$ cat src/rtl/scl_pkg.sv
package scl_pkg;

  // Base half-period, in system clocks, added to the scaled bit rate.
  localparam int SCL_BASE_HALF = 8;
  // Smallest bit-rate setting that keeps master timing correct.
  localparam int SCL_MIN_BR    = 10;

  // Width of a counter able to hold the largest half-period.
  function automatic int scl_cnt_width(input int br_w, input int ps_w);
    return br_w + 2 * ((1 << ps_w) - 1) + 1;
  endfunction

endpackage

$ cat src/rtl/scl_div_calc.sv
module scl_div_calc #(
  parameter int BR_W   = 8,
  parameter int PS_W   = 2,
  parameter int BASE   = 8,
  parameter int MIN_BR = 10,
  parameter int CNT_W  = 15
) (
  input  logic             clk,
  input  logic             rst_n,
  input  logic [BR_W-1:0]  bit_rate,
  input  logic [PS_W-1:0]  prescale,
  output logic [CNT_W-1:0] half_m2,
  output logic [CNT_W-1:0] mid_m1
);

  localparam int              NPS      = 1 << PS_W;
  localparam logic [CNT_W-1:0] RST_HALF = CNT_W'(BASE + MIN_BR);

  logic [CNT_W-1:0] br_eff;
  logic [CNT_W-1:0] scaled [NPS];
  logic [CNT_W-1:0] half_c;
  logic [CNT_W-1:0] half_q;

  // Floor the bit rate, then build one scaled option per prescaler step.
  assign br_eff = (bit_rate < BR_W'(MIN_BR)) ? CNT_W'(MIN_BR) : CNT_W'(bit_rate);

  for (genvar k = 0; k < NPS; k++) begin : g_scale
    assign scaled[k] = br_eff << (2 * k);
  end

  assign half_c = CNT_W'(BASE) + scaled[prescale];

  always_ff @(posedge clk or negedge rst_n) begin
    if (!rst_n) begin
      half_q  <= RST_HALF;
      half_m2 <= RST_HALF - CNT_W'(2);
      mid_m1  <= (RST_HALF >> 1) - CNT_W'(1);
    end else begin
      half_q  <= half_c;
      half_m2 <= half_c - CNT_W'(2);
      mid_m1  <= (half_c >> 1) - CNT_W'(1);
    end
  end

  // the registered half-period never drops below the floored value.
  a_r3_floor: assert property (@(posedge clk) disable iff (!rst_n)
    half_q >= RST_HALF);

endmodule

$ cat src/rtl/scl_line_track.sv
module scl_line_track #(
  parameter int CNT_W = 15
) (
  input  logic             clk,
  input  logic             rst_n,
  input  logic             scl_in,
  output logic             line_q,
  output logic             rise,
  output logic             fall,
  output logic [CNT_W-1:0] cnt
);

  localparam logic [CNT_W-1:0] CNT_MAX = '1;

  assign rise = scl_in & ~line_q;
  assign fall = ~scl_in & line_q;

  // Count clocks since the last level change seen on the wire.
  always_ff @(posedge clk or negedge rst_n) begin
    if (!rst_n) begin
      line_q <= 1'b1;
      cnt    <= '0;
    end else begin
      line_q <= scl_in;
      if (rise || fall) cnt <= '0;
      else if (cnt != CNT_MAX) cnt <= cnt + CNT_W'(1);
    end
  end

  // every observed level change restarts the phase count.
  a_r2_count_restart: assert property (@(posedge clk) disable iff (!rst_n)
    (line_q != $past(line_q)) |-> (cnt == '0));

endmodule

$ cat src/rtl/scl_sync_gen.sv
module scl_sync_gen
  import scl_pkg::*;
#(
  parameter int BR_W   = 8,
  parameter int PS_W   = 2,
  parameter int BASE   = SCL_BASE_HALF,
  parameter int MIN_BR = SCL_MIN_BR
) (
  input  logic            clk,
  input  logic            rst_n,
  input  logic            en,
  input  logic [BR_W-1:0] bit_rate,
  input  logic [PS_W-1:0] prescale,
  input  logic            scl_in,
  output logic            scl_drive_low,
  output logic            chg_strobe,
  output logic            smp_strobe
);

  localparam int CNT_W = scl_cnt_width(BR_W, PS_W);

  logic [CNT_W-1:0] half_m2;
  logic [CNT_W-1:0] mid_m1;
  logic [CNT_W-1:0] cnt;
  logic             line_q;
  logic             rise;
  logic             fall;

  scl_div_calc #(
    .BR_W(BR_W), .PS_W(PS_W), .BASE(BASE), .MIN_BR(MIN_BR), .CNT_W(CNT_W)
  ) u_div (
    .clk(clk), .rst_n(rst_n), .bit_rate(bit_rate), .prescale(prescale),
    .half_m2(half_m2), .mid_m1(mid_m1)
  );

  scl_line_track #(.CNT_W(CNT_W)) u_track (
    .clk(clk), .rst_n(rst_n), .scl_in(scl_in),
    .line_q(line_q), .rise(rise), .fall(fall), .cnt(cnt)
  );

  // Drive decision: join every observed fall, release after the low count,
  // pull low again only after the high count measured from the seen rise.
  always_ff @(posedge clk or negedge rst_n) begin
    if (!rst_n) begin
      scl_drive_low <= 1'b0;
      chg_strobe    <= 1'b0;
      smp_strobe    <= 1'b0;
    end else begin
      smp_strobe <= en & rise;
      chg_strobe <= en & ~line_q & ~rise & (cnt == mid_m1);
      if (!en) begin
        scl_drive_low <= 1'b0;
      end else if (fall) begin
        scl_drive_low <= 1'b1;
      end else if (rise) begin
        scl_drive_low <= scl_drive_low;
      end else if (!line_q) begin
        if (scl_drive_low && (cnt >= half_m2)) scl_drive_low <= 1'b0;
      end else begin
        if (!scl_drive_low && (cnt >= half_m2)) scl_drive_low <= 1'b1;
      end
    end
  end

  // outputs quiet right after reset.
  a_r1_reset_quiet: assert property (@(posedge clk)
    !rst_n |=> (!scl_drive_low && !chg_strobe && !smp_strobe));

  // a fall seen on the wire is joined at that very edge.
  a_r4_join_low: assert property (@(posedge clk) disable iff (!rst_n)
    (en && line_q && !scl_in) |=> scl_drive_low);

  // once released during a held-low line, stay released.
  a_r5_wait_stretch: assert property (@(posedge clk) disable iff (!rst_n)
    (!scl_drive_low && !scl_in && !line_q) |=> !scl_drive_low);

  // disabled block neither drives nor strobes.
  a_r6_disabled_quiet: assert property (@(posedge clk) disable iff (!rst_n)
    !en |=> (!scl_drive_low && !chg_strobe && !smp_strobe));

  // sample strobe lasts one cycle.
  a_r7_smp_single: assert property (@(posedge clk) disable iff (!rst_n)
    smp_strobe |=> !smp_strobe);

  // change strobe lasts one cycle.
  a_r8_chg_single: assert property (@(posedge clk) disable iff (!rst_n)
    chg_strobe |=> !chg_strobe);

endmodule

$ cat config.mk
export PLATFORM = sky130hd
export DESIGN_NAME = scl_sync_gen
export DESIGN_NICKNAME = d
export VERILOG_FILES = /design/src/rtl/scl_pkg.sv /design/src/rtl/scl_div_calc.sv /design/src/rtl/scl_line_track.sv /design/src/rtl/scl_sync_gen.sv
export SDC_FILE = /design/constraint.sdc
export NUM_CORES = 1
export LEC_CHECK = 0
export BUFFER_PORTS_ARGS = -buffer_cell sky130_fd_sc_hd__buf_2
export CORE_ASPECT_RATIO = 0.5
export CORE_MARGIN = 2
export CORE_UTILIZATION = 52
export DETAILED_ROUTE_END_ITERATION = 16
export PLACE_DENSITY = 0.75
export SETUP_SLACK_MARGIN = 0.02
export SLEW_MARGIN = 25
export SYNTH_ARGS = -nofsm -noshare
export SYNTH_HDL_FRONTEND = slang
export SYNTH_SLANG_ARGS = --single-unit
$ cat constraint.sdc
create_clock -name clk -period 2.6 [get_ports clk]
set_input_delay 0.52 -clock clk [delete_from_list [all_inputs] [get_ports clk]]
set_output_delay 0.52 -clock clk [all_outputs]
set_load 0.01 [all_outputs]
# == After elaboration in Yosys (flattened, before gate mapping) ==
# Index checks and enable logic that the tools add are counted.
# op_classes
n_addsub,4
mul,0
div,0
n_lt_le_gt_ge,3
n_eq_ne,5
shift,0
n_mux,12
n_bitwise,10
n_reduce_logical,6
# ops
operator,n
$mux W15,4
$bmux W15 S2,1
$add A15 B1 Y15 const B,1
$add A4 B15 Y15 const A,1
$eq A15 B15 Y1,1
$ge A15 B15 Y1,1
$ne A15 B15 Y1 const B,1
$sub A14 B1 Y15 const B,1
$sub A15 B2 Y15 const B,1
$lt A8 B4 Y1 const B,1
$mux W8,1
$and A1 B1 Y1,6
$mux W1,6
$ne A4 B1 Y1 const B,1
$ne A4 B4 Y1 const B,1
$ge A3 B3 Y1 const B,1
$ne A3 B2 Y1 const B,1
$not A1 Y1,3
$not A2 Y3,1
$reduce_and A3 Y1,1
$logic_and A1 B1 Y1,2
$reduce_bool A2 Y1,1
$logic_not A1 Y1,1
$logic_or A1 B1 Y1,1
# totals
register_bits,49
latchBits,0
ramBits,0
mem_bits_ro,0
in_bits,14
output_inout_bits,3
wordCells,47
memories,0

# == Longest topological paths before layout ==
# Gate-level depths: netlist of run 1.
# logic_depth
depth_word,7
mapped_depth,10
ltp_nobuf,10

# == Cells and area by module ==
# Synthesis of run 1 repeated with hierarchy kept, for this count alone.
# unflattened
cells_unflattened,320
hier_area_um2,2851.5
# by_module_without_submodules
mod,n_inst,cells_per_inst,area_per_inst_um2,seq_area_each_um2
scl_div_calc,1,150,1356.3,401.6
scl_line_track,1,88,838.3,401.6
scl_sync_gen,1,82,656.9,75.1

# == Least setup slack after synthesis of run 1 ==
# Ideal clock, no wire load.
# synth_timing
path_kind,input to register
from,input bit_rate[7]
to,register u_div.mid_m1[9]
setup_time_ns,0.080
t_arrival_ns,2.902
required_ns,2.520
path_slack_ns,-0.383
cell_stages,9
path_buffers,0
path_cell_list,or4_4 > a21o_1 > nor2_2 > ha_1 > o21ai_2 > or3_4 > mux2_4 > or3b_4 > o211ai_2
# synth_between
elab_chain_cells,7
# synth_lines
element,line,text
"start, declared",scl_sync_gen.sv:12,"input logic [BR_W-1:0] bit_rate,"
$lt A8 B4 Y1,scl_div_calc.sv:25,assign br_eff = (bit_rate < BR_W'(MIN_BR)) ? CNT_W'(MIN_BR) : CNT_W'(bit_rate);
$mux W8 *,scl_div_calc.sv:25,
$bmux W15 S2 *,scl_div_calc.sv:31,assign half_c = CNT_W'(BASE) + scaled[prescale];
$mux W15 (not written as such) * (2 in series),scl_div_calc.sv:31,
$add A4 B15 Y15 *,scl_div_calc.sv:31,
$sub A14 B1 Y15 *,scl_div_calc.sv:41,mid_m1 <= (half_c >> 1) - CNT_W'(1);
"end signal, assigned",scl_div_calc.sv:37,mid_m1 <= (RST_HALF >> 1) - CNT_W'(1);
"end signal, assigned",scl_div_calc.sv:41,
"end, declared",scl_div_calc.sv:13,output logic [CNT_W-1:0] mid_m1
# Mark *: on every way between the ends. The rest lies on a longest branch, timed or not. The select of a mux whose other input is x is not followed.
# A chain may end at the register's enable or synchronous reset.

# == Worst setup path after layout of run 1 ==
# layout_timing
from,input bit_rate[6]
to,register u_div.mid_m1[9]
# Same word-level chain as after synthesis.

==> impl_metrics.toml, run 1 <==
[floorplanning]
fp.dieH_um = 54.1
die-area_mm2 = 0.00564
pin_count = 17
core_mm2 = 0.00489
num_rows = 18
die_x_um = 104
start_util_pct = 53.5

[sta]
fmax_mhz = 372
worst_pin_slew_ns = 0.727
rsz0062_at_grt = "true"
finalWorstSetupSlack_ns = -0.0872
relSlewSlack_pct = 51.6
setup_viol = 5
finClkSkew_ns = 0.00431
timing.hold.ws_ns = 0.294
drv_slew = 0
finalHoldViolCount = 0
period_share_pct = 103
fin_crit_ns = 2.69

[placed_design]
placed_cell_area_mm2 = 0.00315
placedCellCount = 416
gp_congestion = 0.947
port_buffers = 16
dp_hpwl_mm = 4.69

[grt]
antenna_found_initial = 0
overflow = 0
grt_pass1_vias = 2254
grt_use_total_pct = 22.8
grt_max_degree = 36
grt_pass1_wl_mm = 9.97
busiest_layer = "met2"
grt_util_met1_pct = 26.6
met3_usage_pct = 3.75
grtUsageMet2_pct = 42.8

[final_layout]
register_area_um2 = 878
n_antenna_cell = 0
fin_nets = 393
multi_input_comb_area_mm2 = 0.00168
syn2layout_area_growth_pct = 28.1
finalInstanceArea_mm2 = 0.00335
layout-drive-gt1-share_pct = 28.6
finalNonFillerCells = 430
fillCellCount = 379

[critical_path]
reg2reg_to = "scl_drive_low$_DFFE_PN0P_"
critPathSlowestCell = "or4_4"
cp.depth = 10
crit_type = "input pin to register"
path_delay_family = "simple AND/OR/NAND/NOR gates"
crit_chain = "buf_6, or4_4, a21o_1, nor2_2, ha_2, o21ai_4, or3_4, mux2_4, or3b_4, o211ai_2"
r2r_slack_ns = 0.36
crit_fanout = 3
startpoint_type = "input pin"
crit_arrival_ns = 2.89
worstSetupStartpoint = "bit_rate[6]"
slowest_delay_ns = 0.53
timing.rr.start = "u_track.cnt[1]$_DFFE_PN0P_"
path_buf_inv = 1
worstPathRequired_ns = 2.81
crit_end = "u_div.mid_m1[9]$_DFF_PN0_"
ff2ff_path_depth = 8
endpoint_kind = "register"

[synthesis]
async_flop_share_pct = 100
synth_warnings = 0
synth_cell_types = 58
syn_area_mm2 = 0.00261
ys_seq_area_share_pct = 33.6
syn_nets = 321
synth_cells = 287
synth_seq_cells = 35
synth-main-ff-cell = "dfrtp_1"
synth.avg_cell_area_um2 = 9.10
synth-edff-count = 0

[cts]
cts_tree = "done"
clkTransAtPathRegs_ns = 0.06
cts-root-buf = "clkbuf_8"
htreeDepth = 2
worstSkewPairLatency_ns = 0.28
clockBufferDepth = 2
cts_buffers = 5
clock-sinks = 35

[power]
leakagePower_nw = 1.65
pwr_density_cell_mw_per_mm2 = 399
irDropWorstVdd_mv = 0.187

[min_path]
hold_path_class = "input pin to async pin"

[drt]
wl_per_cell_um = 13.8
drtIter0Drc = 53
via_per_inst = 5.36
drc = 0
routed_wl_mm = 5.92
ant_nets = 0
vias = 2304
dr.pass1.iters = 4

[run]
max_cap_violations = 0

[outcome]
status = "complete, but fails checks"
violations = "setup timing"
[stage by stage]
stage / worst slack, ns / setup TNS [ns] / utilization [%] / power, mW
6_report: -0.0872 / -0.266 / 68.5 / 1.34
2_1_floorplan: -0.364 / -1.52 / - / 0.814
3_5_place_dp: -0.466 / -3.38 / 64.5 / 0.962
3_3_place_gp: -0.392 / -2.97 / 64.5 / 0.948
5_1_grt: -0.161 / -0.746 / 68.5 / 1.41
4_1_cts: -0.0857 / -0.260 / 68.0 / 1.34
[worst min-delay path by stage]
stage,end,slack [ns],startpoint
after floorplan,chg_strobe$_DFF_PN0_,0.22,rst_n
after global placement,scl_drive_low$_DFFE_PN0P_,0.51,u_track.line_q$_DFF_PN1_
after detailed placement,scl_drive_low$_DFFE_PN0P_,0.53,scl_drive_low$_DFFE_PN0P_
after CTS,u_track.cnt[1]$_DFFE_PN0P_,0.32,rst_n
after global routing,u_div.mid_m1[1]$_DFF_PN0_,0.36,rst_n
final,u_div.mid_m1[6]$_DFF_PN0_,0.29,rst_n
[routing by layer]
metal / share of wire (%) / up-vias
met5: 0 / -
met4: 2.5 / 0
met3: 2.5 / 15
met2: 50 / 47
met1: 45 / 1089
li1: - / 1153
[cell type report]
| cell class | count | area share [%] |
|---|---|---|
| inverter | 26 | 2.92 |
| timing repair buffer | 71 | 15.7 |
| clock buffer | 8 | 2.39 |
| multi-input combinational | 220 | 50.1 |
| tap | 70 | 2.62 |
| sequential | 35 | 26.3 |
[cell families after synthesis]
group	synth area share, %
DFF	33.6
xor gates and xnor gates	12.4
buffers and inverters	4.65
muxes	3.02
adders and majority gates	9.58
AOI/OAI and AO/OA	13.4
and+or+nand+nor	23.4
[registers in the layout (all words and copies together) (netlist names)]
signal / flops
chg_strobe: 1
u_div.mid_m1: 15
u_div.half_m2: 1
scl_drive_low: 1
smp_strobe: 1
u_track.line_q: 1
u_track.cnt: 15
[synthesized netlist by cell type, drive strengths merged (2+ instances only)]
| cell type | n | share of area (%) |
|---|---|---|
| dfrtp | 33 | 32 |
| inv | 26 | 3.7 |
| nor2 | 22 | 3.3 |
| xnor2 | 21 | 7.0 |
| ha | 20 | 9.6 |
| nand2 | 18 | 2.6 |
| nand3 | 16 | 3.1 |
| xor2 | 16 | 5.4 |
| a21oi | 9 | 1.7 |
| o21ai | 9 | 1.9 |
| nand4 | 7 | 1.7 |
| nor2b | 7 | 1.7 |
| a21o | 6 | 1.8 |
| nor3 | 6 | 1.3 |
| a31oi | 5 | 1.2 |
| and2 | 5 | 1.2 |
| and3 | 5 | 1.2 |
| clkbuf | 5 | 0.72 |
| a211oi | 4 | 1.5 |
| mux2 | 4 | 1.9 |
| nand2b | 4 | 0.96 |
| mux2i | 3 | 1.1 |
| nor4 | 3 | 1.3 |
| or3b | 3 | 1.1 |
| a22oi | 2 | 0.57 |
| a2bb2oi | 2 | 0.67 |
| a31o | 2 | 0.67 |
| and4 | 2 | 0.67 |
| dfstp | 2 | 2.0 |
| nor4b | 2 | 0.91 |
| o31ai | 2 | 0.57 |
| or3 | 2 | 0.72 |
[where the power goes]
group | switching (mW) | total [mW] | internal (mW)
logic | 0.180 | 0.362 | 0.182
registers | 0.0316 | 0.611 | 0.580
clock network | 0.173 | 0.363 | 0.190
total | 0.385 | 1.34 | 0.952
[cell usage in the layout (no fill, tap or decap), drive strengths merged, types with 16 or more instances in the layout]
master,n
buf,71
dfrtp,33
ha,20
inv,26
nand2,18
nand3,16
nor2,22
xnor2,21
xor2,16
[worst register-to-register path, cell delays in order, from the launching register on]
cell,delay [ns]
dfrtp_1,0.44
ha_1,0.32
nor2b_1,0.13
o21ai_0,0.14
nand2b_1,0.07
a2111oi_0,0.42
o21ai_0,0.16
a31oi_1,0.28
mux2i_1,0.22
[what timing repair did]
action                                  4_1_cts  5_1_grt
endpoints found under the setup margin        7        8
hold buffers                                  0        0
pin swaps                                     9       10
buffers inserted                              7        1
resized for setup                             9        5
(Power assumes the default switching activity.)
==> run 2: changes to the inputs <==
--- a/config.mk
+++ b/config.mk
@@ -8,9 +8,9 @@
 export BUFFER_PORTS_ARGS = -buffer_cell sky130_fd_sc_hd__buf_2
 export CORE_ASPECT_RATIO = 0.5
 export CORE_MARGIN = 2
-export CORE_UTILIZATION = 52
+export CORE_UTILIZATION = 54
 export DETAILED_ROUTE_END_ITERATION = 16
-export PLACE_DENSITY = 0.75
+export PLACE_DENSITY = 0.77
 export SETUP_SLACK_MARGIN = 0.02
 export SLEW_MARGIN = 25
 export SYNTH_ARGS = -nofsm -noshare
==> run 2 against run 1 <==
The flow still finishes with violations (setup timing); largest cell class unchanged; clock power hardly changed; non-clock buffer count shrank 1; clock-buffer cell count did not move; register-to-register slack hardly changed; global-route usage up 1.4 points; total power grew 0.34%; combinational power is essentially flat; setup slack better by 0.029 ns; routed wire length increased by 2.0%; worst hold slack worse by 0.013 ns; sequential share of layout area about the same; critical path depth down 1.
==> impl_metrics.toml, run 2 (synthesized netlist as in run 1, its figures left out) <==
[outcome]
status = "complete, but fails checks"
violations = "setup timing"

[critical_path]
worstSetupStartpoint = "bit_rate[7]"
path_buf_inv = 2
crit_chain = "buf_6, or4_4, buf_4, a211oi_2, o21ai_4, or3_4, mux2_4, or3b_4, o211ai_2"
crit_type = "input pin to register"
critPathSlowestCell = "or4_4"
crit_end = "u_div.mid_m1[9]$_DFF_PN0_"
slowest_delay_ns = 0.54
worstPathRequired_ns = 2.81
timing.rr.start = "u_track.cnt[1]$_DFFE_PN0P_"
path_delay_family = "simple AND/OR/NAND/NOR gates"
crit_arrival_ns = 2.87
crit_fanout = 3
reg2reg_to = "scl_drive_low$_DFFE_PN0P_"
endpoint_kind = "register"
startpoint_type = "input pin"
r2r_slack_ns = 0.36
cp.depth = 9
ff2ff_path_depth = 8

[placed_design]
dp_hpwl_mm = 4.72
dp_worst_setup_slack_ns = -0.437
gp_congestion = 1.02
placed_cell_area_mm2 = 0.00315
port_buffers = 16

[cts]
htreeDepth = 2
clkTransAtPathRegs_ns = 0.07
cts_buffers = 5
clock-sinks = 35
cts-root-buf = "clkbuf_8"
clockBufferDepth = 2
worstSkewPairLatency_ns = 0.29
cts-hold-fix-buffers = 0
cts_tree = "done"

[floorplanning]
die_x_um = 102
start_util_pct = 57.7
die-area_mm2 = 0.00544
num_rows = 17
fp.dieH_um = 53.2
core_mm2 = 0.00453
pin_count = 17

[final_layout]
layout_common_cells = "50 x buf_4, 33 x dfrtp_1, 26 x inv_1, 21 x nor2_1, 21 x xnor2_1"
layout-drive-gt1-share_pct = 28.7
layout.cells.most_common = "buf_4"
finalInstanceArea_mm2 = 0.00334
multi_input_comb_area_mm2 = 0.00169
fillCellCount = 330
register_area_um2 = 878
post-route-util_pct = 73.7
syn2layout_area_growth_pct = 27.9
fin_nets = 392
n_antenna_cell = 0
top_regs = "u_div.mid_m1: 15 flops, u_track.cnt: 15 flops"

[sta]
drv_slew = 0
finClkSkew_ns = 0.00898
period_share_pct = 102
fmax_mhz = 376
timing.hold.ws_ns = 0.281
relSlewSlack_pct = 51.4
finalWorstSetupSlack_ns = -0.0579
worst_pin_slew_ns = 0.730
rsz0062_at_grt = "true"
finalSetupTns_ns = -0.107
finalHoldViolCount = 0
fin_crit_ns = 2.66
setup_viol = 3

[drt]
vias = 2299
wl_per_cell_um = 14.2
drtIter0Drc = 59
via_per_inst = 5.41
drc = 0
routed_wl_mm = 6.03
ant_nets = 0
dr.pass1.iters = 4

[grt]
overflow = 0
grt_pass1_vias = 2327
grt_max_degree = 36
antenna_found_initial = 0
grt_use_total_pct = 24.2
grt_pass1_wl_mm = 9.99

[power]
irDropWorstVdd_mv = 0.215
leakagePower_nw = 1.63
pwr_density_cell_mw_per_mm2 = 401

[run]
max_cap_violations = 0

[min_path]
hold_path_class = "input pin to async pin"
==> run 2: area by class of cell <==
type	count	share of cell area (%)
multi-input combinational	220	50.6
sequential	35	26.3
timing repair buffer	70	15.4
inverter	26	2.92
tap	66	2.47
clock buffer	8	2.40
==> run 2: worst min path at each step <==
| stage | end | from | slack [ns] | cells after the start |
|---|---|---|---|---|
| final | u_track.cnt[3]$_DFFE_PN0P_ | rst_n | 0.28 | 1 |
| after global routing | u_track.line_q$_DFF_PN1_ | scl_in | 0.35 | 1 |
| after CTS | u_track.cnt[3]$_DFFE_PN0P_ | rst_n | 0.32 | 1 |
| after detailed placement | scl_drive_low$_DFFE_PN0P_ | scl_drive_low$_DFFE_PN0P_ | 0.53 | 2 |
| after global placement | scl_drive_low$_DFFE_PN0P_ | scl_drive_low$_DFFE_PN0P_ | 0.52 | 2 |
| after floorplan | chg_strobe$_DFF_PN0_ | rst_n | 0.22 | 0 |
==> run 2: routing by layer <==
metal  GRT usage, %  wire [um]  vias to the layer above  share of wire, %
met5              0          0                        -                 0
met4           9.56        117                        0               1.9
met3           5.02        257                       16               4.3
met2           43.5       2940                       60                49
met1           28.8       2710                     1079                45
li1               -          -                     1144                 -
==> run 2: where the power goes <==
group	leakage [nW]	internal [mW]	total, mW	switching [mW]
sequential	0.456	0.580	0.611	0.0316
clock	0.0395	0.190	0.365	0.175
combinational	1.14	0.183	0.365	0.182
total	1.63	0.952	1.34	0.389
==> run 2: what timing repair did <==
action,4_1_cts,5_1_grt
pin swaps,12,8
resized for setup,7,9
endpoints found under the setup margin,8,8
buffers inserted,2,1
==> run 2: stage by stage <==
stage,total power [mW],cells
finish,1.34,425
global route,1.41,425
CTS,1.34,424
detailed placement,0.961,414
global placement,0.946,414
floorplan,0.814,287
==> run 3: changes to the inputs <==
--- a/config.mk
+++ b/config.mk
@@ -8,9 +8,10 @@
 export BUFFER_PORTS_ARGS = -buffer_cell sky130_fd_sc_hd__buf_2
 export CORE_ASPECT_RATIO = 0.5
 export CORE_MARGIN = 2
-export CORE_UTILIZATION = 54
+export CORE_UTILIZATION = 45
 export DETAILED_ROUTE_END_ITERATION = 16
-export PLACE_DENSITY = 0.77
+export GPL_ROUTABILITY_DRIVEN = 0
+export PLACE_DENSITY = 0.67
 export SETUP_SLACK_MARGIN = 0.02
 export SLEW_MARGIN = 25
 export SYNTH_ARGS = -nofsm -noshare
==> run 3 against run 2 <==
The flow still finishes with violations (setup timing); non-clock buffer count grew 8; total power increased by 15%; routed wire length increased by 3.0%; cell area increased by 4.3%; final cell count increased by 3.5%; critical path depth increased by 3; global-route usage shrank 3.5 points; setup slack got worse by 0.046 ns; critical path type unchanged; largest power group unchanged.
==> impl_metrics.toml, run 3 (synthesized netlist as in run 1, its figures left out) <==
[outcome]
status = "complete, but fails checks"
violations = "setup timing"

[sta]
fmax_mhz = 370
setup_viol = 7
finalWorstSetupSlack_ns = -0.104
fin_crit_ns = 2.70
finalHoldViolCount = 0
finalSetupTns_ns = -0.370
drv_slew = 0
relSlewSlack_pct = 51.6
finClkSkew_ns = 0.00600
period_share_pct = 104
worst_pin_slew_ns = 0.726
rsz0062_at_grt = "true"

[drt]
via_per_inst = 5.40
wl_per_cell_um = 14.1
ant_nets = 0
drc = 0
drtIter0Drc = 102
vias = 2376
dr.pass1.iters = 5
routed_wl_mm = 6.22

[grt]
grt_max_degree = 36
grt_pass1_wl_mm = 10.6
antenna_found_initial = 0
grt_use_total_pct = 20.7
overflow = 0
grt_pass1_vias = 2403

[cts]
cts-root-buf = "clkbuf_16"
htreeDepth = 2
clockBufferDepth = 2
cts_buffers = 5
clkTransAtPathRegs_ns = 0.05
worstSkewPairLatency_ns = 0.27
cts_tree = "done"
clock-sinks = 35

[final_layout]
top_regs = "u_div.mid_m1: 15 flops, u_track.cnt: 15 flops"
fillCellCount = 439
layout_common_cells = "58 x buf_4, 33 x dfrtp_1, 26 x inv_1, 21 x nor2_1, 21 x xnor2_1"
layout.cells.most_common = "buf_4"
post-route-util_pct = 62.9
layout-drive-gt1-share_pct = 30.5
syn2layout_area_growth_pct = 33.3
fin_nets = 400
n_antenna_cell = 0

[critical_path]
crit_fanout = 3
worstPathRequired_ns = 2.79
startpoint_type = "input pin"
endpoint_kind = "register"
r2r_slack_ns = 0.38
reg2reg_to = "scl_drive_low$_DFFE_PN0P_"
crit_end = "u_div.mid_m1[9]$_DFF_PN0_"
ff2ff_path_depth = 8
crit_arrival_ns = 2.90
worstSetupStartpoint = "bit_rate[7]"
crit_type = "input pin to register"
timing.rr.start = "u_track.cnt[1]$_DFFE_PN0P_"

[floorplanning]
num_rows = 19
fp.dieH_um = 57.9
pin_count = 17
die-area_mm2 = 0.00647
die_x_um = 112
core_mm2 = 0.00554
start_util_pct = 47.2

[placed_design]
dp_worst_setup_slack_ns = -0.444
port_buffers = 16
dp_hpwl_mm = 4.69

[power]
pwr_density_cell_mw_per_mm2 = 441
irDropWorstVdd_mv = 0.332
leakagePower_nw = 1.71

[run]
max_cap_violations = 0

[min_path]
hold_path_class = "input pin to async pin"
==> run 3: through the flow <==
step	total power, mW	std cells	hold slack (ns)	instance area, um^2
2_1_floorplan	0.814	287	0.224	2630
3_3_place_gp	0.955	423	0.520	3170
3_5_place_dp	0.965	423	0.539	3170
4_1_cts	1.53	439	0.336	3420
5_1_grt	1.62	440	0.359	3480
6_report	1.54	440	0.308	3480
==> run 3: per-layer routing <==
metal  GRT usage, %  part of all wire (%)
met5              0                     0
met4           7.94                   2.3
met3           3.24                   2.8
met2           38.6                    50
met1           24.6                    45
==> run 3: area by class of cell <==
| type | instances | area (um^2) | share of cell area, % |
|---|---|---|---|
| Clock inverter | 1 | 5.00 | 0.144 |
| Inverter | 26 | 97.6 | 2.80 |
| Tap cell | 73 | 91.3 | 2.62 |
| Timing Repair Buffer | 78 | 579 | 16.6 |
| Multi-Input combinational cell | 220 | 1700 | 48.8 |
| Sequential cell | 35 | 878 | 25.2 |
| Clock buffer | 7 | 133 | 3.81 |
==> run 3: worst min path at each step <==
stage / slack [ns] / endpoint / startpoint / cells after the start
2_1_floorplan: 0.22 / chg_strobe$_DFF_PN0_ / rst_n / 0
3_3_place_gp: 0.52 / scl_drive_low$_DFFE_PN0P_ / u_track.line_q$_DFF_PN1_ / 2
3_5_place_dp: 0.54 / scl_drive_low$_DFFE_PN0P_ / u_track.line_q$_DFF_PN1_ / 2
4_1_cts: 0.34 / smp_strobe$_DFF_PN0_ / rst_n / 1
5_1_grt: 0.36 / u_track.line_q$_DFF_PN1_ / scl_in / 1
6_report: 0.31 / u_track.cnt[10]$_DFFE_PN0P_ / rst_n / 1
==> run 3: repair_timing <==
item | 4_1_cts | 5_1_grt
pin swaps | 9 | 4
hold buffers | 0 | 0
endpoints found under the setup margin | 8 | 9
setup buffers | 8 | 1
gates resized for setup | 10 | 10
cloned | 0 | 0
hold endpoints to repair | 0 | 0
==> run 3: critical path, cell delays in order <==
cell and delay [ns]:
buf_6 0.10, buf_6 0.11, nor4_4 0.33, nand2_1 0.14
a31oi_1 0.23, o32ai_2 0.14, ha_4 0.19, buf_6 0.11
xor2_1 0.14, or3_4 0.38, or3b_4 0.42, o211ai_2 0.08
==> run 3: report_power, final <==
part / internal (mW) / total, mW / switching (mW) / leakage [nW]
combinational: 0.193 / 0.377 / 0.185 / 1.18
sequential: 0.581 / 0.613 / 0.0324 / 0.456
clock: 0.353 / 0.547 / 0.194 / 0.0679
total: 1.13 / 1.54 / 0.411 / 1.71
